$ cat config.mk
export PLATFORM = sky130hd
export DESIGN_NAME = term_cursor_ctrl
export DESIGN_NICKNAME = d
export VERILOG_FILES = /design/src/rtl/tcc_pkg.sv /design/src/rtl/tcc_move_latch.sv /design/src/rtl/tcc_count_gate.sv /design/src/rtl/tcc_mod_counter.sv /design/src/rtl/term_cursor_ctrl.sv
export SDC_FILE = /design/constraint.sdc
export NUM_CORES = 1
export LEC_CHECK = 0
export ABC_AREA = 1
export CAP_MARGIN = 5
export CORE_ASPECT_RATIO = 1.2
export CORE_MARGIN = 3
export CORE_UTILIZATION = 30
export CTS_CLUSTER_SIZE = 28
export DETAILED_ROUTE_END_ITERATION = 8
export HOLD_SLACK_MARGIN = 0.15
export PLACE_DENSITY = 0.56
export SKIP_CTS_REPAIR_TIMING = 1
export SLEW_MARGIN = 30
export SYNTH_ARGS = -nofsm -noshare
export SYNTH_HDL_FRONTEND = slang
export SYNTH_SLANG_ARGS = --single-unit
$ cat constraint.sdc
create_clock -name clk -period 1.6 [get_ports clk]
set_input_delay 0.4 -clock clk [delete_from_list [all_inputs] [get_ports clk]]
set_output_delay 0.4 -clock clk [all_outputs]
set_load 0.02 [all_outputs]
$ cat src/rtl/tcc_pkg.sv
package tcc_pkg;

  // index of each cursor direction inside the request vector
  localparam int MV_RIGHT = 0;
  localparam int MV_LEFT  = 1;
  localparam int MV_DOWN  = 2;
  localparam int MV_UP    = 3;
  localparam int MV_N     = 4;

  typedef logic [MV_N-1:0] tcc_moves_t;

  typedef struct packed {
    logic col_up;
    logic col_dn;
    logic row_up;
    logic row_dn;
  } tcc_steps_t;

endpackage

$ cat src/rtl/tcc_move_latch.sv
module tcc_move_latch
  import tcc_pkg::*;
(
  input  logic       clk,
  input  logic       rst,
  input  tcc_moves_t keys,
  input  logic       apply,
  input  logic       clear,
  output tcc_moves_t pend
);

  // one holding latch per direction: new key sets, apply or clear drops
  for (genvar i = 0; i < MV_N; i++) begin : g_lat
    always_ff @(posedge clk) begin
      if (rst) begin
        pend[i] <= 1'b0;
      end else begin
        pend[i] <= keys[i] | (pend[i] & ~apply & ~clear);
      end
    end
  end

endmodule

$ cat src/rtl/tcc_count_gate.sv
module tcc_count_gate
  import tcc_pkg::*;
(
  input  tcc_moves_t pend,
  input  logic       move_now,
  input  logic       scan_active,
  input  logic       char_tick,
  input  logic       row_end,
  input  logic       vblank,
  input  logic       plot_mode,
  input  logic       erase_active,
  input  logic       erase_more,
  input  logic       write_strobe,
  input  logic       count_defeat,
  input  logic       end_of_line,
  input  logic       auto_carry,
  output tcc_steps_t steps
);

  logic scan_col, scan_row, erase_col, write_col, eol_block;

  always_comb begin
    scan_col  = scan_active & char_tick & ~vblank;
    scan_row  = scan_active & row_end & ~vblank & ~plot_mode;
    erase_col = erase_active & erase_more;
    eol_block = end_of_line & ~auto_carry;
    write_col = write_strobe & ~count_defeat & ~eol_block;

    steps.col_up = (move_now & pend[MV_RIGHT]) | scan_col | erase_col | write_col;
    steps.col_dn = move_now & pend[MV_LEFT];
    steps.row_up = (move_now & pend[MV_DOWN]) | scan_row;
    steps.row_dn = move_now & pend[MV_UP];
  end

endmodule

$ cat src/rtl/tcc_mod_counter.sv
module tcc_mod_counter #(
  parameter int MOD = 20,
  parameter int W   = $clog2(MOD)
) (
  input  logic         clk,
  input  logic         rst,
  input  logic         load,
  input  logic [W-1:0] load_val,
  input  logic         up,
  input  logic         dn,
  output logic [W-1:0] q,
  output logic [W-1:0] load_eff
);

  localparam logic [W-1:0] LAST = W'(MOD - 1);

  // out-of-range page start values fall back to position 0
  always_comb begin
    load_eff = (int'(load_val) < MOD) ? load_val : '0;
  end

  always_ff @(posedge clk) begin
    if (rst) begin
      q <= '0;
    end else if (load) begin
      q <= load_eff;
    end else if (up) begin
      q <= (q == LAST) ? '0 : q + 1'b1;
    end else if (dn) begin
      q <= (q == '0) ? LAST : q - 1'b1;
    end
  end

endmodule

$ cat src/rtl/term_cursor_ctrl.sv
module term_cursor_ctrl
  import tcc_pkg::*;
#(
  parameter int COLS        = 20,
  parameter int ROWS        = 12,
  parameter int PHASE_W     = 3,
  parameter int MOVE_PHASE  = 1,
  parameter int CLEAR_PHASE = 3,
  parameter int LOAD_PHASE  = 7,
  parameter int COL_W       = $clog2(COLS),
  parameter int ROW_W       = $clog2(ROWS)
) (
  input  logic               clk,
  input  logic               rst,
  input  logic [PHASE_W-1:0] phase,
  input  logic               key_right,
  input  logic               key_left,
  input  logic               key_down,
  input  logic               key_up,
  input  logic               key_home,
  input  logic               scan_active,
  input  logic               char_tick,
  input  logic               row_end,
  input  logic               vblank,
  input  logic               plot_mode,
  input  logic               erase_active,
  input  logic               erase_more,
  input  logic               write_strobe,
  input  logic               count_defeat,
  input  logic               end_of_line,
  input  logic               auto_carry,
  input  logic [COL_W-1:0]   scroll_col,
  input  logic [ROW_W-1:0]   scroll_row,
  output logic [COL_W-1:0]   col,
  output logic [ROW_W-1:0]   row,
  output logic [COL_W-1:0]   cursor_col,
  output logic [ROW_W-1:0]   cursor_row
);

  logic       ph_move, ph_clear, ph_load;
  tcc_moves_t keys, mv_pend;
  tcc_steps_t steps;
  logic       home_pend;
  logic [COL_W-1:0] col_ld;
  logic [ROW_W-1:0] row_ld;

  always_comb begin
    ph_move  = (phase == PHASE_W'(MOVE_PHASE));
    ph_clear = (phase == PHASE_W'(CLEAR_PHASE));
    ph_load  = (phase == PHASE_W'(LOAD_PHASE));
    keys           = '0;
    keys[MV_RIGHT] = key_right;
    keys[MV_LEFT]  = key_left;
    keys[MV_DOWN]  = key_down;
    keys[MV_UP]    = key_up;
  end

  tcc_move_latch u_lat (
    .clk   (clk),
    .rst   (rst),
    .keys  (keys),
    .apply (ph_move),
    .clear (ph_clear),
    .pend  (mv_pend)
  );

  tcc_count_gate u_gate (
    .pend         (mv_pend),
    .move_now     (ph_move),
    .scan_active  (scan_active),
    .char_tick    (char_tick),
    .row_end      (row_end),
    .vblank       (vblank),
    .plot_mode    (plot_mode),
    .erase_active (erase_active),
    .erase_more   (erase_more),
    .write_strobe (write_strobe),
    .count_defeat (count_defeat),
    .end_of_line  (end_of_line),
    .auto_carry   (auto_carry),
    .steps        (steps)
  );

  tcc_mod_counter #(.MOD(COLS), .W(COL_W)) u_col (
    .clk      (clk),
    .rst      (rst),
    .load     (ph_load),
    .load_val (scroll_col),
    .up       (steps.col_up),
    .dn       (steps.col_dn),
    .q        (col),
    .load_eff (col_ld)
  );

  tcc_mod_counter #(.MOD(ROWS), .W(ROW_W)) u_row (
    .clk      (clk),
    .rst      (rst),
    .load     (ph_load),
    .load_val (scroll_row),
    .up       (steps.row_up),
    .dn       (steps.row_dn),
    .q        (row),
    .load_eff (row_ld)
  );

  // Home waits for the end of the load phase, then copies the page start
  always_ff @(posedge clk) begin
    if (rst) begin
      home_pend  <= 1'b0;
      cursor_col <= '0;
      cursor_row <= '0;
    end else begin
      home_pend <= key_home | (home_pend & ~ph_load);
      if (ph_load && home_pend) begin
        cursor_col <= col_ld;
        cursor_row <= row_ld;
      end
    end
  end

endmodule

* Word level (Yosys, flattened, before mapping)
Cells that the tools add are included.
Operators by class: add/subtract/negate cells 4, $lt $le $gt $ge 2, equality and inequality tests 5, mux-type cells 12, bitwise gates (word level) 39, reduce and logical (&&, ||, !) cells 5
Operators with widths (number):
- two-way mux 5 bit | 6
- two-way mux 4 bit | 6
- AND 1 bit | 22
- bitwise OR 1 bit | 9
- NOT 1 bit | 8
- nonzero test 3 bit | 2
- adder 5 x 1 -> 5 bit, second input constant | 1
- equality test 5 bit, second input constant | 1
- zero test 5 bit | 1
- less-than comparator 5 bit, second input constant | 1
- subtractor 5 x 1 -> 5 bit, second input constant | 1
- adder 4 x 1 -> 4 bit, second input constant | 1
- equality test 4 bit, second input constant | 1
- zero test 4 bit | 1
- less-than comparator 4 bit, second input constant | 1
- subtractor 4 x 1 -> 4 bit, second input constant | 1
- equality test 3 x 1 -> 1 bit, second input constant | 1
- equality test 3 x 2 -> 1 bit, second input constant | 1
- equality test 3 bit, second input constant | 1
- logical AND 1 bit | 1
Word-level totals: register bits after elaboration 23, input bits 30, output and inout port bits 18

* Logic depth before layout (Yosys ltp)
Gate-level depths: netlist of the first run.
depth after elaboration 7, depth in mapped cells 11, mapped depth without buffers 11

* Hierarchy
From an unflattened synthesis of the first run, not the netlist that was laid out.
Unflattened totals: cells, all modules 257, area total of the unflattened synthesis 1644.1 µm²
Modules (own cells, without submodules):
- tcc_mod_counter (u_col) | times used 1, cells each 92, area each 559.3 µm²
- term_cursor_ctrl | times used 1, cells each 67, area each 464.2 µm²
- tcc_mod_counter (u_row) | times used 1, cells each 63, area each 402.9 µm²
- tcc_move_latch | times used 1, cells each 17, area each 136.4 µm²
- tcc_count_gate | times used 1, cells each 18, area each 81.3 µm²

* Worst setup path after synthesis of the first run
OpenSTA, ideal clock, no wires.
path type flip-flop to flip-flop, start reg u_col.q[0], end reg u_col.q[3], setup time 0.071 ns, arrival 1.373 ns, data required time 1.529 ns, path slack 0.157 ns, stages on the path, launching flop included 10, path buffers 0, path through dfxtp_1 > inv_1 > ha_1 > nand3_1 > inv_1 > nor2_1 > nand2_1 > nand3_1 > nand2_1 > a21oi_1
On the way: cells in the longest elaborated chain, start to end 5, elaborated cells on any way between the ends 9, classes of those cells add/sub: 2; eq/ne: 1; mux: 5; reduce/logical: 1
Ends and longest elaborated chain:
- start, declared | line tcc_mod_counter.sv:11 | output logic [W-1:0] q,
- start signal, assigned | line tcc_mod_counter.sv:26 | q <= load_eff;
- start signal, assigned | line tcc_mod_counter.sv:28 | q <= (q == LAST) ? '0 : q + 1'b1;
- start signal, assigned | line tcc_mod_counter.sv:30 | q <= (q == '0) ? LAST : q - 1'b1;
- subtractor 5 x 1 -> 5 bit / zero test 5 bit (equally long branches) | line tcc_mod_counter.sv:30
- two-way mux 5 bit | line tcc_mod_counter.sv:30
- two-way mux 5 bit | line tcc_mod_counter.sv:29 | end else if (dn) begin
- two-way mux 5 bit * | line tcc_mod_counter.sv:27 | end else if (up) begin
- two-way mux 5 bit * | line tcc_mod_counter.sv:25 | end else if (load) begin
Mark *: on every way between the ends. The rest lies on a longest branch, timed or not. The select of a mux whose other input is x is not followed. A chain may end at the register's enable or synchronous reset.

* Worst setup path after layout of the first run
start in scan_active, end reg u_col.q[3]
On the way: cells in the longest elaborated chain, start to end 7, elaborated cells on any way between the ends 8, classes of those cells mux: 2; bitwise: 5; reduce/logical: 1
Ends and longest elaborated chain:
- start, declared | line term_cursor_ctrl.sv:21 | input logic scan_active,
- AND 1 bit * (2 in series) | line tcc_count_gate.sv:23 | scan_col = scan_active & char_tick & ~vblank;
- bitwise OR 1 bit * (3 in series) | line tcc_count_gate.sv:29 | steps.col_up = (move_now & pend[MV_RIGHT]) | scan_col | erase_col | write_col;
- two-way mux 5 bit | line tcc_mod_counter.sv:27
- two-way mux 5 bit | line tcc_mod_counter.sv:25
Mark *: on every way between the ends. The rest lies on a longest branch, timed or not.

==> results of run 1 <==
power groups by stage:
stage	clock, W	sequential, W	combinational [W]
after CTS	0.000388	0.000648	0.000613
after global placement	0	0.000662	0.000607
final	0.000368	0.000647	0.000623
after global routing	0.000403	0.000655	0.000706
after detailed placement	0	0.000662	0.000611
after floorplan	0	0.000702	0.000308
cells in the final DEF (no fill, tap or decap), drive strengths merged, types with 16 or more instances in the layout:
master,count
nor2,52
dfxtp,23
nand3,30
buf,24
a21oi,16
nand2,59
inv,34
dlymetal6s2s,21
clkdlybuf4s50,26
o21ai,16
layer usage:
| metal | vias to the layer above | part of all wire, % | global-route usage, % |
|---|---|---|---|
| li1 | 936 | - | - |
| met1 | 746 | 48 | 19.8 |
| met2 | 35 | 47 | 23.4 |
| met3 | 5 | 3.6 | 1.69 |
| met4 | 0 | 1.2 | 4.27 |
| met5 | - | 0 | 0 |
layout make-up:
class                   count  area [µm²]
clock buffers               3        41.3
clock inverters             1        5.00
fillers                   503        2380
inverters                  35         135
multi-input cells         187         935
flip-flops and latches     23         462
well taps                  58        72.6
repair buffers             71         703
tightest hold or removal path, cell delays in order, from the launching register on:
cell and delay, ns:
dfxtp_1 0.31, nand2_1 0.06, a21oi_1 0.06
worst max-delay path by stage:
stage                            start         end  slack (ns)
after floorplan             u_col.q[0]  u_col.q[3]        0.16
after global placement        phase[1]  u_row.q[2]       -0.34
after detailed placement      phase[1]  u_row.q[2]       -0.35
after CTS                   u_row.q[0]      row[0]       -0.18
after global routing      write_strobe  u_col.q[0]       -0.03
final                      scan_active  u_col.q[3]        0.11
registers in the layout, indices dropped and copies added (netlist names):
signal / cells
home_pend: 1
cursor_col: 5
u_row.q: 4
u_col.q: 5
cursor_row: 4
u_lat.pend: 4
through the flow:
| stage | hold WS, ns | total power (W) | util, % | setup slack (ns) |
|---|---|---|---|---|
| global placement | 0.461 | 0.00127 | 46.0 | -0.338 |
| global route | 0.505 | 0.00176 | 49.8 | -0.0271 |
| detailed placement | 0.458 | 0.00127 | 46.0 | -0.345 |
| floorplan | 0.456 | 0.00101 | - | 0.157 |
| finish | 0.471 | 0.00164 | 49.8 | 0.113 |
| CTS | 0.474 | 0.00165 | 47.0 | -0.178 |
cell families (layout without fill, tap and decap cells):
kind of cell	Yosys count	count (layout)	synth area share, %
buffers and inverters	39	110	11.0
AO/OA/AOI/OAI	37	37	13.4
XOR/XNOR	1	1	0.579
AND/OR/NAND/NOR	145	145	41.3
adder cells (fa/ha/maj)	4	4	3.31
flip-flops	23	23	30.4
==> results_dict.tcl, run 1 <==
set metrics [dict create \
    status "finished clean" \
    synthTopCellsByCount "57 x nand2_1, 49 x nor2_1, 32 x inv_1" \
    grt_pass1_vias 1610 \
    vias 1722 \
    grt-ovfl-total 0 \
    final_cells 378 \
    die_h_um 83.8 \
    finalCriticalPeriod_ns 1.49 \
    cts.sinks 23 \
    crit_family "buffers and inverters" \
    crit_fanout 4 \
    syn_nets 283 \
    postSynth.asyncResetShare_pct 0 \
    cp-start-kind "input port" \
    syn_area_per_cell_um2 6.08 \
    postSynthCellCount 249 \
    ios 48 \
    drtIter0Drc 105 \
    grt_util_all_layers_pct 14.4 \
    htree_levels 1 \
    worstReg2RegStart "u_row.q[0]" \
    insertion_delay_ns 0.27 \
    n_antenna_cell 0 \
    drv_slew 0 \
    combPwrFrac_pct 38.0 \
    finalClockSkew_ns 0.00412 \
    critPathBufInv 2 \
    nets 355 \
    clock_path_buffers 2 \
    wl_um 4190 \
    path_clk_slew_ns 0.09 \
    fin_tns_setup_ns 0 \
    die-area_um2 5940 \
    fin_crit_sh_pct 92.9 \
    yosysMostFrequentCell "nand2_1" \
    port-buffer-count 47 \
    p_int_w 0.00108 \
    firstDrtPassIters 5 \
    cts-root-buf "clkbuf_8" \
    reg2regPathDepth 8 \
    power_density_nw_per_um2 696 \
    synthToLayoutAreaGrowth_pct 55.5 \
    ys_top_cells_by_area "dfxtp_1 30%, nand2_1 14%, nor2_1 12%" \
    vdd_ir_drop_max_mv 0.523 \
    grt_max_degree 15 \
    cts_tree "yes" \
    yosys.cell_types.count 26 \
    p_leak_nw 1.42 \
    grt_pass1_wl_um 7140 \
    synth_seq_cells 23 \
    max_freq_ghz 0.673 \
    worst_pin_slew_ns 0.294 \
    max-cap-violations 0 \
    antenna_found_initial 0 \
    p_sw_w 0.000560 \
    initial_core_util_pct 32.0 \
    gp_congestion 0.809 \
    synth_top_cell_by_area "dfxtp_1" \
    min_path_type "flop to flop" \
    hold_violations 0 \
    cp_slowest_stage_delay_ns 0.46 \
    synth_top_cell_area_share_pct 30.4 \
    fin_area_um2 2350 \
    rsz0062_at_grt "yes" \
    whs_path_depth 2 \
    rows 27 \
    pwr-share-seq_pct 39.5 \
    synth_ff_type "dfxtp_1" \
    cp.required_ns 1.76 \
    crit_chain "clkdlybuf4s50_1 > nand2_1 > nor2_2 > nor2_2 > nand3_4 > buf_4 > nand2_1 > nand3_1 > nand2_1 > a21oi_1" \
    dp_cells 370 \
    finalSetupViolCount 0 \
    syn_area_um2 1510 \
    die_x_um 70.9 \
    cp_slowest_cell "clkdlybuf4s50_1" \
    drc_errors 0 \
    dp_hpwl_um 3310 \
    crit_type "input port to flop" \
    synthesis.yosys.warnings 0 \
    core-area_um2 4730 \
    drive_gt1_share_pct 15.9 \
    critPathArrivalTime_ns 1.64 \
    wl_per_cell_um 11.1 \
    p_sw_share_pct 34.2 \
    maxSlewHeadroom_pct 80.2 \
    cp-end-kind "flop" \
    min_to "cursor_row[0]" \
    via_per_inst 4.56 \
    synth_edf_count 0 \
    clock_power_share_pct 22.5 \
    placed_area_um2 2180 \
    worst-r2r-setup-slack_ns 0.12 \
    r2r_end "u_row.q[2]" \
    cts_buffers 3 \
    cp_num_cells 10 \
    crit_path_frequent_cell "nand2_1" \
    yosysSeqAreaShare_pct 30.4 \
    ant_nets 0 \
    min_from "cursor_row[0]" \
]
No activity file was read; power rests on OpenSTA's default activity.
==> inputs of run 2 (changes only) <==
--- a/config.mk
+++ b/config.mk
@@ -8,7 +8,6 @@
 export ABC_AREA = 1
 export CAP_MARGIN = 5
 export CORE_ASPECT_RATIO = 1.2
-export CORE_MARGIN = 3
 export CORE_UTILIZATION = 30
 export CTS_CLUSTER_SIZE = 28
 export DETAILED_ROUTE_END_ITERATION = 8
@@ -19,3 +18,4 @@
 export SYNTH_ARGS = -nofsm -noshare
 export SYNTH_HDL_FRONTEND = slang
 export SYNTH_SLANG_ARGS = --single-unit
+export TNS_END_PERCENT = 50
==> constraint.sdc (replaced) <==
create_clock -name clk -period 1.9 [get_ports clk]
set_input_delay 0.475 -clock clk [delete_from_list [all_inputs] [get_ports clk]]
set_output_delay 0.475 -clock clk [all_outputs]
set_load 0.02 [all_outputs]
==> run 2 against run 1 <==
Design area decreased by 6.0%; power decreased by 17%; via count decreased by 0.64%; first-iteration DRC count decreased by 18%; clock skew decreased by 0.0025 ns; sequential share of layout area increased by 1.2 points; flip-flop and latch count unchanged; die area decreased by 10%; sequential power decreased by 15%.
==> results_dict.tcl, run 2 (synthesis results as in run 1) <==
set metrics [dict create \
    status "finished clean" \
    firstDrtPassIters 4 \
    worstReg2RegStart "u_col.q[0]" \
    cp-start-kind "flop" \
    p_int_w 0.000902 \
    grt_max_degree 15 \
    cp_slowest_cell "clkdlybuf4s50_1" \
    cp_slowest_stage_delay_ns 0.65 \
    crit_path_start "u_row.q[0]" \
    power.total_w 0.00136 \
    nets 348 \
    hold_violations 0 \
    final_common_cell "nand2_1" \
    pwr-share-seq_pct 40.5 \
    crit_path_end "row[0]" \
    cts_tree "yes" \
    crit_family "buffers and inverters" \
    fin_area_um2 2210 \
    gp_congestion 0.863 \
    reg_top3 "cursor_col (5), u_col.q (5)" \
    insertion_delay_ns 0.26 \
    worst_pin_slew_ns 0.290 \
    max_freq_ghz 0.544 \
    cp-end-kind "output pin" \
    p_leak_nw 1.04 \
    htree_levels 1 \
    clock_path_buffers 2 \
    drv_slew 0 \
    grt_pass1_vias 1546 \
    grt-ovfl-total 0 \
    vdd_ir_drop_max_mv 0.409 \
    clock_power_share_pct 22.2 \
    wl_um 3930 \
    p_sw_w 0.000458 \
    critPathArrivalTime_ns 1.36 \
    wl_per_cell_um 10.6 \
    port-buffer-count 47 \
    ant_nets 0 \
    worst-r2r-setup-slack_ns 0.34 \
    max-cap-violations 0 \
    synthToLayoutAreaGrowth_pct 46.1 \
    antenna_found_initial 0 \
    vias 1711 \
    p_sw_share_pct 33.7 \
    dp_hpwl_um 3160 \
    fin_util_pct 46.8 \
    finalClockSkew_ns 0.00159 \
    grt_pass1_wl_um 6920 \
    cp_num_cells 1 \
    maxSlewHeadroom_pct 80.4 \
    fin_crit_sh_pct 96.8 \
    n_antenna_cell 0 \
    die_h_um 79.8 \
    critPathBufInv 1 \
    finalSetupViolCount 0 \
    cts_buffers 3 \
    crit_chain "clkdlybuf4s50_1" \
    whs_path_depth 2 \
    cp.required_ns 1.42 \
    drtIter0Drc 86 \
    hold_ws_ns 0.480 \
    min_path_type "flop to flop" \
    min_from "cursor_row[0]" \
    core-area_um2 4730 \
    cts-root-buf "clkbuf_8" \
    die-area_um2 5340 \
    rows 27 \
    rsz0062_at_grt "no" \
    crit_type "flop to output pin" \
    via_per_inst 4.61 \
    placed_area_um2 2150 \
    cts.sinks 23 \
    path_clk_slew_ns 0.08 \
    grt_util_all_layers_pct 16.4 \
    drc_errors 0 \
    mostFrequentLayoutCells "57 x nand2_1, 48 x nor2_1, 47 x clkdlybuf4s50_1" \
    drive_gt1_share_pct 10.2 \
    finalCriticalPeriod_ns 1.84 \
    power_density_nw_per_um2 615 \
    combPwrFrac_pct 37.3 \
    r2r_end "u_col.q[3]" \
    initial_core_util_pct 32.0 \
    reg2regPathDepth 9 \
    ios 48 \
    crit_fanout 6 \
    die_x_um 66.9 \
]
-- run 2: metal layers --
metal	up-vias	part of all wire (%)	global-route usage, %	routed length, µm
met2	37	45	26.6	1770
met4	0	0.87	3.83	34
li1	930	-	-	-
met5	-	0	0	0
met3	7	4.1	1.86	161
met1	737	50	22.8	1960
-- run 2: per-stage QoR --
stage	TNS [ns]	setup WS [ns]	instances
2_1_floorplan	0	0.417	249
3_3_place_gp	-1.28	-0.162	366
3_5_place_dp	-1.24	-0.168	366
4_1_cts	0	0.0471	370
5_1_grt	0	0.00151	371
6_report	0	0.0614	371
-- run 2: power by group through the flow --
stage               clock (W)  combinational, W  sequential [W]
floorplan                   0          0.000259        0.000591
global placement            0          0.000497        0.000562
detailed placement          0          0.000499        0.000562
CTS                  0.000320          0.000502        0.000550
global route         0.000333          0.000575        0.000556
finish               0.000302          0.000507        0.000551
-- run 2: final cells by class --
| type | count | area (µm²) |
|---|---|---|
| fill | 513 | 2520 |
| timing repair buffer | 64 | 598 |
| inverter | 35 | 136 |
| tap | 58 | 72.6 |
| sequential | 23 | 460 |
| multi-input combinational | 187 | 900 |
| clock buffer | 4 | 45.0 |
-- run 2: worst min path at each step --
stage	to
floorplan	u_lat.pend[2]
global placement	cursor_row[0]
detailed placement	cursor_col[0]
CTS	cursor_col[0]
global route	cursor_col[4]
finish	cursor_row[0]
